[src/rtl/mpa_pkg.sv]
package mpa_pkg;
  typedef enum logic {
    ST_IDLE = 1'b0,
    ST_HOLD = 1'b1
  } port_state_e;

  localparam int unsigned WORD_W = 24;
endpackage

[src/rtl/mpa_pick.sv]
module mpa_pick #(
  parameter int unsigned NCH   = 4,
  parameter int unsigned OCC_W = 4
) (
  input  logic [NCH-1:0]       elig,
  input  logic [NCH*OCC_W-1:0] occ,
  output logic [NCH-1:0]       win,
  output logic                 any_win
);
  localparam int unsigned IDX_W = (NCH > 1) ? $clog2(NCH) : 1;

  logic [OCC_W-1:0] occ_a [NCH];
  logic [OCC_W-1:0] best;
  logic [IDX_W-1:0] sel;
  logic             found;

  for (genvar g = 0; g < NCH; g++) begin : g_unpack
    assign occ_a[g] = occ[g*OCC_W +: OCC_W];
  end

  // strict '>' keeps the earlier (lower index) channel on a tie
  always_comb begin
    best  = '0;
    sel   = '0;
    found = 1'b0;
    for (int i = 0; i < NCH; i++) begin
      if (elig[i] && (!found || occ_a[i] > best)) begin
        found = 1'b1;
        best  = occ_a[i];
        sel   = IDX_W'(i);
      end
    end
  end

  assign any_win = found;
  assign win     = found ? (NCH'(1) << sel) : '0;

  always_comb begin
    if (any_win) assert ($onehot(win) && ((win & ~elig) == '0))
      else $error("p_pick_eligible_r3 violated");
  end
endmodule

[src/rtl/mpa_hold.sv]
module mpa_hold
  import mpa_pkg::*;
#(
  parameter int unsigned GW      = 5,
  parameter int unsigned MEM_CYC = 4
) (
  input  logic          clk,
  input  logic          rst_n,
  input  logic          load,
  input  logic [GW-1:0] load_gnt,
  output logic [GW-1:0] gnt,
  output logic          busy
);
  localparam int unsigned CNT_W = (MEM_CYC > 1) ? $clog2(MEM_CYC) : 1;

  port_state_e      st_q;
  logic [CNT_W-1:0] cnt_q;

  always_ff @(posedge clk) begin
    if (!rst_n) begin
      st_q  <= ST_IDLE;
      gnt   <= '0;
      cnt_q <= '0;
    end else begin
      case (st_q)
        ST_IDLE: begin
          if (load) begin
            gnt   <= load_gnt;
            cnt_q <= CNT_W'(MEM_CYC - 1);
            st_q  <= ST_HOLD;
          end
        end
        ST_HOLD: begin
          if (cnt_q == '0) begin
            gnt  <= '0;
            st_q <= ST_IDLE;
          end else begin
            cnt_q <= cnt_q - 1'b1;
          end
        end
        default: st_q <= ST_IDLE;
      endcase
    end
  end

  assign busy = (st_q == ST_HOLD);

  p_hold_stable_r7: assert property (@(posedge clk) disable iff (!rst_n)
    (busy && cnt_q != '0) |=> (busy && $stable(gnt)));

  p_release_gap_r9: assert property (@(posedge clk) disable iff (!rst_n)
    (busy && cnt_q == '0) |=> (!busy && gnt == '0));
endmodule

[src/rtl/mem_port_arbiter.sv]
module mem_port_arbiter #(
  parameter int unsigned NCH     = 4,
  parameter int unsigned OCC_W   = 4,
  parameter int unsigned MEM_CYC = 4
) (
  input  logic                 clk,
  input  logic                 rst_n,
  input  logic [NCH-1:0]       ch_req,
  input  logic [NCH*OCC_W-1:0] ch_occ,
  input  logic                 cpu_req,
  input  logic                 cpu_slot,
  output logic [NCH-1:0]       ch_gnt,
  output logic                 cpu_gnt,
  output logic                 mem_busy
);
  localparam int unsigned GW = NCH + 1;

  logic [NCH-1:0] elig;
  logic [NCH-1:0] ch_win;
  logic           ch_any;
  logic           cpu_win;
  logic           load;
  logic [GW-1:0]  gnt_all;

  assign elig    = ch_req & {NCH{cpu_slot}};
  assign cpu_win = cpu_req && !ch_any;
  assign load    = !mem_busy && (ch_any || cpu_req);

  mpa_pick #(.NCH(NCH), .OCC_W(OCC_W)) pick_i (
    .elig    (elig),
    .occ     (ch_occ),
    .win     (ch_win),
    .any_win (ch_any)
  );

  mpa_hold #(.GW(GW), .MEM_CYC(MEM_CYC)) hold_i (
    .clk      (clk),
    .rst_n    (rst_n),
    .load     (load),
    .load_gnt ({cpu_win, ch_win}),
    .gnt      (gnt_all),
    .busy     (mem_busy)
  );

  assign ch_gnt  = gnt_all[NCH-1:0];
  assign cpu_gnt = gnt_all[NCH];

  // ---------------- assertions ----------------
  p_one_grant_r8: assert property (@(posedge clk) disable iff (!rst_n)
    $onehot0({cpu_gnt, ch_gnt}));

  p_busy_match_r9: assert property (@(posedge clk) disable iff (!rst_n)
    mem_busy == ({cpu_gnt, ch_gnt} != '0));

  p_chan_first_r2: assert property (@(posedge clk) disable iff (!rst_n)
    (!mem_busy && cpu_slot && ch_req != '0) |=> (!cpu_gnt && ch_gnt != '0));

  p_no_slot_r5: assert property (@(posedge clk) disable iff (!rst_n)
    (!mem_busy && !cpu_slot) |=> (ch_gnt == '0));

  p_cpu_fallback_r6: assert property (@(posedge clk) disable iff (!rst_n)
    (!mem_busy && cpu_req && !(cpu_slot && ch_req != '0)) |=> cpu_gnt);

  p_quiet_idle_r10: assert property (@(posedge clk) disable iff (!rst_n)
    (!mem_busy && !cpu_req && ch_req == '0) |=> !mem_busy);

  // pairwise: a channel beaten on occupancy, or tied by a lower index, never wins
  for (genvar i = 0; i < NCH; i++) begin : g_pa
    for (genvar j = 0; j < NCH; j++) begin : g_pb
      if (i != j) begin : g_pair
        p_fullest_r3_r4: assert property (@(posedge clk) disable iff (!rst_n)
          (!mem_busy && cpu_slot && ch_req[i] && ch_req[j] &&
           ((ch_occ[i*OCC_W +: OCC_W] > ch_occ[j*OCC_W +: OCC_W]) ||
            ((ch_occ[i*OCC_W +: OCC_W] == ch_occ[j*OCC_W +: OCC_W]) && (i < j))))
          |=> !ch_gnt[j]);
      end
    end
  end
endmodule

[config.mk]
export PLATFORM = sky130hd
export DESIGN_NAME = mem_port_arbiter
export DESIGN_NICKNAME = d
export VERILOG_FILES = /design/src/rtl/mpa_pkg.sv /design/src/rtl/mpa_pick.sv /design/src/rtl/mpa_hold.sv /design/src/rtl/mem_port_arbiter.sv
export SDC_FILE = /design/constraint.sdc
export NUM_CORES = 1
export LEC_CHECK = 0
export BUFFER_PORTS_ARGS = -buffer_cell sky130_fd_sc_hd__clkbuf_2
export CORE_UTILIZATION = 51
export DETAILED_ROUTE_END_ITERATION = 16
export GPL_TIMING_DRIVEN = 0
export PLACE_DENSITY = 0.83
export SYNTH_ARGS = -nofsm -noshare
export SYNTH_HDL_FRONTEND = slang
export SYNTH_SLANG_ARGS = --single-unit
[constraint.sdc]
create_clock -name clk -period 8.45 [get_ports clk]
set_input_delay 0.845 -clock clk [delete_from_list [all_inputs] [get_ports clk]]
set_output_delay 0.845 -clock clk [all_outputs]
set_load 0.01 [all_outputs]
After elaboration in Yosys (flattened, before gate mapping)
Cells that the tools add are included.

cells by class
  add/sub/neg operators = 1
  $lt $le $gt $ge = 3
  equal/unequal tests = 3
  shift operators = 1
  multiplexer cells = 20
  bitwise operators = 2
  reduce and logical (&&, ||, !) cells = 17

operators with widths
  kind                 count
  $mux 4               4
  $gt 4x4->1           3
  $mux 5               2
  $pmux 5 s2           1
  $mux 2               4
  $mux 1               7
  $logic_and 1x1->1    5
  $logic_not 1->1      5
  $and 4x4->4          1
  $logic_or 1x1->1     4
  $ne 2x2->1 const B   2
  $pmux 2 s2           1
  $reduce_and 2->1     2
  $shl 1x2->4 const A  1
  $logic_not 2->1      1
  $ne 2x1->1 const B   1
  $pmux 1 s2           1
  $sub 2x1->2 const B  1
  $not 1->1            1

storage, ports and cells
  bits in registers = 8
  word-level logic and storage cells = 50

Longest topological paths before layout
  depth after elaboration = 18
  mapped depth = 21

Cells and area by module
From an unflattened synthesis, not the netlist that was laid out.

unflattened totals
  cells, all modules = 129
  area, all modules = 1002.2 µm²

modules (own cells, without submodules)
  module            times used  cells an instance  area each (µm²)  seq. area each (µm²)
  mpa_pick          1           84                 618.1            0.0
  mpa_hold          1           39                 342.8            160.2
  mem_port_arbiter  1           6                  41.3             0.0

Worst setup path before layout
OpenSTA, ideal clock, no wires.

  path type = input-to-reg
  start point = input cpu_slot
  end point = register hold_i.gnt[1]
  data arrival time = 4.196 ns
  path slack = 4.136 ns
  cell stages on the path = 20
  buffers on the path = 2
  cells stage by stage = clkbuf_2 nand3_1 ha_1 nor2b_1 o211ai_1 a21oi_2 buf_2 nor2_1 a21oi_1 ha_1 nor2b_1 o211ai_1 a21oi_2 inv_2 mux2_4 ha_1 and4_1 a21oi_1 a211oi_1 a32o_1

on the way
  longest elaborated chain between the ends = 18

RTL lines
  item                                                    RTL line                                source
  from (decl)                                             mem_port_arbiter.sv:11                  input logic cpu_slot,
  $and 4x4->4 (*)                                         mem_port_arbiter.sv:25                  assign elig = ch_req & {NCH{cpu_slot}};
  $mux 4 / $mux 1 (equally long branches)                 mpa_pick.sv:27                          if (elig[i] && (!found || occ_a[i] > best)) begin
  $gt 4x4->1 / $logic_not 1->1 (equally long branches)    mpa_pick.sv:27
  $logic_or 1x1->1                                        mpa_pick.sv:27
  $logic_and 1x1->1                                       mpa_pick.sv:27
  $mux 4 / $mux 1 (equally long branches)                 mpa_pick.sv:27
  $gt 4x4->1 / $logic_not 1->1 (equally long branches)    mpa_pick.sv:27
  $logic_or 1x1->1                                        mpa_pick.sv:27
  [... 2 more ...]                                        n/a
  $gt 4x4->1 / $logic_not 1->1 (equally long branches)    mpa_pick.sv:27
  $logic_or 1x1->1                                        mpa_pick.sv:27
  $logic_and 1x1->1                                       mpa_pick.sv:27
  $mux 2 / $mux 1 (equally long branches)                 mpa_pick.sv:27
  $shl 1x2->4 / $logic_or 1x1->1 (equally long branches)  mpa_pick.sv:36, mem_port_arbiter.sv:27
  $mux 4 / $logic_and 1x1->1 (equally long branches)      mpa_pick.sv:36, mem_port_arbiter.sv:27
  $mux 5 / $ne 2x1->1 (equally long branches)             n/a
  $pmux 5 s2 / $reduce_and 2->1 (equally long branches)   n/a
  to (signal assigned)                                    mpa_hold.sv:28                          gnt <= load_gnt;
  to (decl)                                               mpa_hold.sv:11                          output logic [GW-1:0] gnt,

Every way passes the cells marked *; elsewhere a longest branch is shown, timed or not. The select of a mux whose other input is x is not followed.
A chain may end at the register's enable or synchronous reset.

Worst setup path in the final report
Ends and elaborated chain as after synthesis.

==> impl_metrics.env <==
export IMPL_antenna_cells=0
export IMPL_synth_top_family_by_area="compound AO/OA/AOI/OAI gates"
export IMPL_die_h_um=41.3
export IMPL_p_per_area_mw_per_mm2=125
export IMPL_drt_iter0_drc=14
export IMPL_hold_ws_ns=0.456
export IMPL_clock_path_buffers=2
export IMPL_critPathLaunchType="input port"
export IMPL_tns_ns=0
export IMPL_max_freq_ghz=0.223
export IMPL_io_pins=30
export IMPL_htree_num_levels=1
export IMPL_leakage_uw=0.000496
export IMPL_ys_seq_area_share_pct=20.3
export IMPL_synthSimpleGateAreaFrac_pct=17.5
export IMPL_tightest_slew_ns=0.352
export IMPL_grt_max_degree=11
export IMPL_num_rows=13
export IMPL_ys_ff_latch=8
export IMPL_timing_final_crit_share_pct=53.1
export IMPL_cts_num_sinks=8
export IMPL_synth_compound_area_share_pct=31.2
export IMPL_synth_mux_area_share_pct=3.82
export IMPL_grtUsageTotal_pct=26.0
export IMPL_mostFrequentLayoutCells="clkbuf_2, ha_1, dfxtp_1, nor2_1"
export IMPL_core_area_mm2=0.00137
export IMPL_cp_common_cell="ha_1"
export IMPL_cts_resized=0
export IMPL_peakVddDrop_v=0.0000568
export IMPL_first_global_vias=684
export IMPL_worst_path_largest_cell_delay_ns=0.37
export IMPL_skew_ns=0.00931
export IMPL_status="finished clean"
export IMPL_postCtsHoldBufs=0
export IMPL_first_pass_iters=4
export IMPL_final_common_cell="clkbuf_2"
export IMPL_num_vias=786
export IMPL_insertion_delay_ns=0.27
export IMPL_cp_arrival_ns=4.69
export IMPL_clkTransAtPathRegs_ns=0.05
export IMPL_avgSynthCellArea_um2=8.55
export IMPL_fin_crit_ns=4.49
export IMPL_netlist_area_um2=787
export IMPL_syn_num_nets=129
export IMPL_cts_buffers=3
export IMPL_vias_per_cell=5.74
export IMPL_totalWireLength_mm=1.79
export IMPL_grt_antenna_before_repair=0
export IMPL_grt_first_pass_wirelength_mm=2.79
export IMPL_cts_tree="done"
export IMPL_slew_headroom_pct=76.4
export IMPL_drive_above_1_share_pct=34.4
export IMPL_yosys_area_top_type_share_pct=20.7
export IMPL_synth_xor_area_share_pct=0
export IMPL_yosysUniqueCellTypes=35
export IMPL_layout_nets=161
export IMPL_wire_per_inst_um=13.1
export IMPL_cts_setup_buffers=0
export IMPL_syn_to_final_growth_pct=22.4
export IMPL_portBuffers=27
export IMPL_globalplace_congestion=0.794
export IMPL_hold_viol_final=0
export IMPL_min_path_type="reg2reg"
export IMPL_crit_type="in2reg"
export IMPL_syn_inst=92
export IMPL_overflow=0
export IMPL_fp_dieW_um=41.3
export IMPL_yosysWarnings=0
export IMPL_path_cells="clkbuf_2 -> nand3_1 -> ha_1 -> nand4_1 -> o211ai_2 -> a21oi_2 -> buf_2 -> nor2_1 -> a21oi_1 -> ha_1 -> nor2b_1 -> o211ai_1 -> a21oi_2 -> a21o_1 -> o22ai_1 -> ha_1 -> nor2b_1 -> o211ai_1 -> a21oi_1 -> a211oi_1 -> a32o_1"
export IMPL_setup_viol=0
export IMPL_place_hpwl_mm=1.52
export IMPL_initial_core_util_pct=57.6
export IMPL_slew_viol_final=0
export IMPL_drc=0
export IMPL_antenna_left=0
export IMPL_dieArea_mm2=0.00170
export IMPL_synth_area_leaders="ha_1, dfxtp_1, a21oi_1, mux2_4, o211ai_1"
export IMPL_critPathSlowestCell="a211oi_1"
export IMPL_end_kind="flop"
export IMPL_clockRootBuffer="clkbuf_4"
export IMPL_yosysTopAreaCell="ha_1"
export IMPL_synth_adder_area_share_pct=20.7
export IMPL_critPathRequiredTime_ns=8.65
export IMPL_cp_max_fo=10
export IMPL_drv_cap=0
export IMPL_rsz0062_at_grt="no"
registers in the layout, indices dropped and copies added (netlist names):
signal and count:
hold_i.gnt 5, hold_i.busy 1, hold_i.cnt_q 2
per-stage QoR:
stage	power (uW)	instances	util [%]	instance area, um^2	setup WS [ns]
after floorplan	74.9	92	-	787	4.14
after global placement	87.5	134	68.9	941	3.76
after detailed placement	90.0	134	68.9	941	3.68
after CTS	121	137	70.5	963	3.94
after global routing	129	137	70.5	963	3.59
final	120	137	70.5	963	3.96
path summary, 6_finish.rpt:
check / startpoint / to / slack, ns / depth (start not counted)
max: cpu_slot / hold_i.gnt[1] / 3.96 / 21
min: hold_i.gnt[3] / hold_i.gnt[3] / 0.46 / 2
max reg2reg: hold_i.cnt_q[0] / hold_i.gnt[0] / 7.11 / 5
min reg2reg: hold_i.gnt[3] / hold_i.gnt[3] / 0.46 / 2
critical path, delay by kind of cell:
family / cells / cell delay [ns]
and+or+nand+nor: 5 / 0.59
AOI/OAI and AO/OA: 11 / 1.97
adders and majority gates: 3 / 0.85
buffers and inverters: 2 / 0.42
power breakdown:
| group | internal (uW) | switching [uW] | total (uW) |
|---|---|---|---|
| combinational | 21.8 | 24.5 | 46.4 |
| sequential | 40.8 | 2.06 | 42.9 |
| clock | 16.4 | 14.6 | 31.0 |
cells by family (layout without fill, tap and decap cells):
| family | Yosys count | after routing |
|---|---|---|
| AND/OR/NAND/NOR | 26 | 26 |
| multiplexers | 2 | 2 |
| adder cells (fa/ha/maj) | 13 | 13 |
| buffers and inverters | 11 | 41 |
| AO/OA/AOI/OAI | 32 | 32 |
| flip-flops | 8 | 8 |
cell usage after synthesis:
cell type / count
a211oi_1: 2
a211oi_2: 1
a21boi_0: 1
a21o_1: 3
a21oi_1: 6
a21oi_2: 2
a22o_1: 2
a32o_1: 1
and2_1: 1
and3_1: 1
and4_1: 1
buf_2: 1
buf_6: 1
clkbuf_2: 1
dfxtp_1: 8
ha_1: 13
inv_1: 6
inv_2: 2
mux2_4: 2
nand2_1: 4
nand3_1: 3
nand3b_1: 1
nand4_1: 2
nor2_1: 7
nor2b_1: 4
nor3_1: 1
nor3_2: 1
o211a_1: 2
o211ai_1: 4
o211ai_2: 1
o21a_1: 1
o21ai_0: 1
o22ai_1: 3
o31ai_1: 1
o41a_1: 1
final cells by class:
class,instances,area [um^2]
inverters,8,30.0
plain buffers,3,21.3
multi-input cells,73,576
fillers,117,403
repair buffers,27,135
flip-flops and latches,8,160
clock buffers,3,22.5
well taps,15,18.8
metal layers:
layer | wire (um) | GRT usage, % | vias to the layer above
met4 | 46 | 14.5 | 0
met2 | 862 | 47.7 | 30
li1 | - | - | 409
met1 | 788 | 28.1 | 342
met3 | 91 | 3.26 | 5
met5 | 0 | 0 | -
Power figures use the tool's default switching activity.
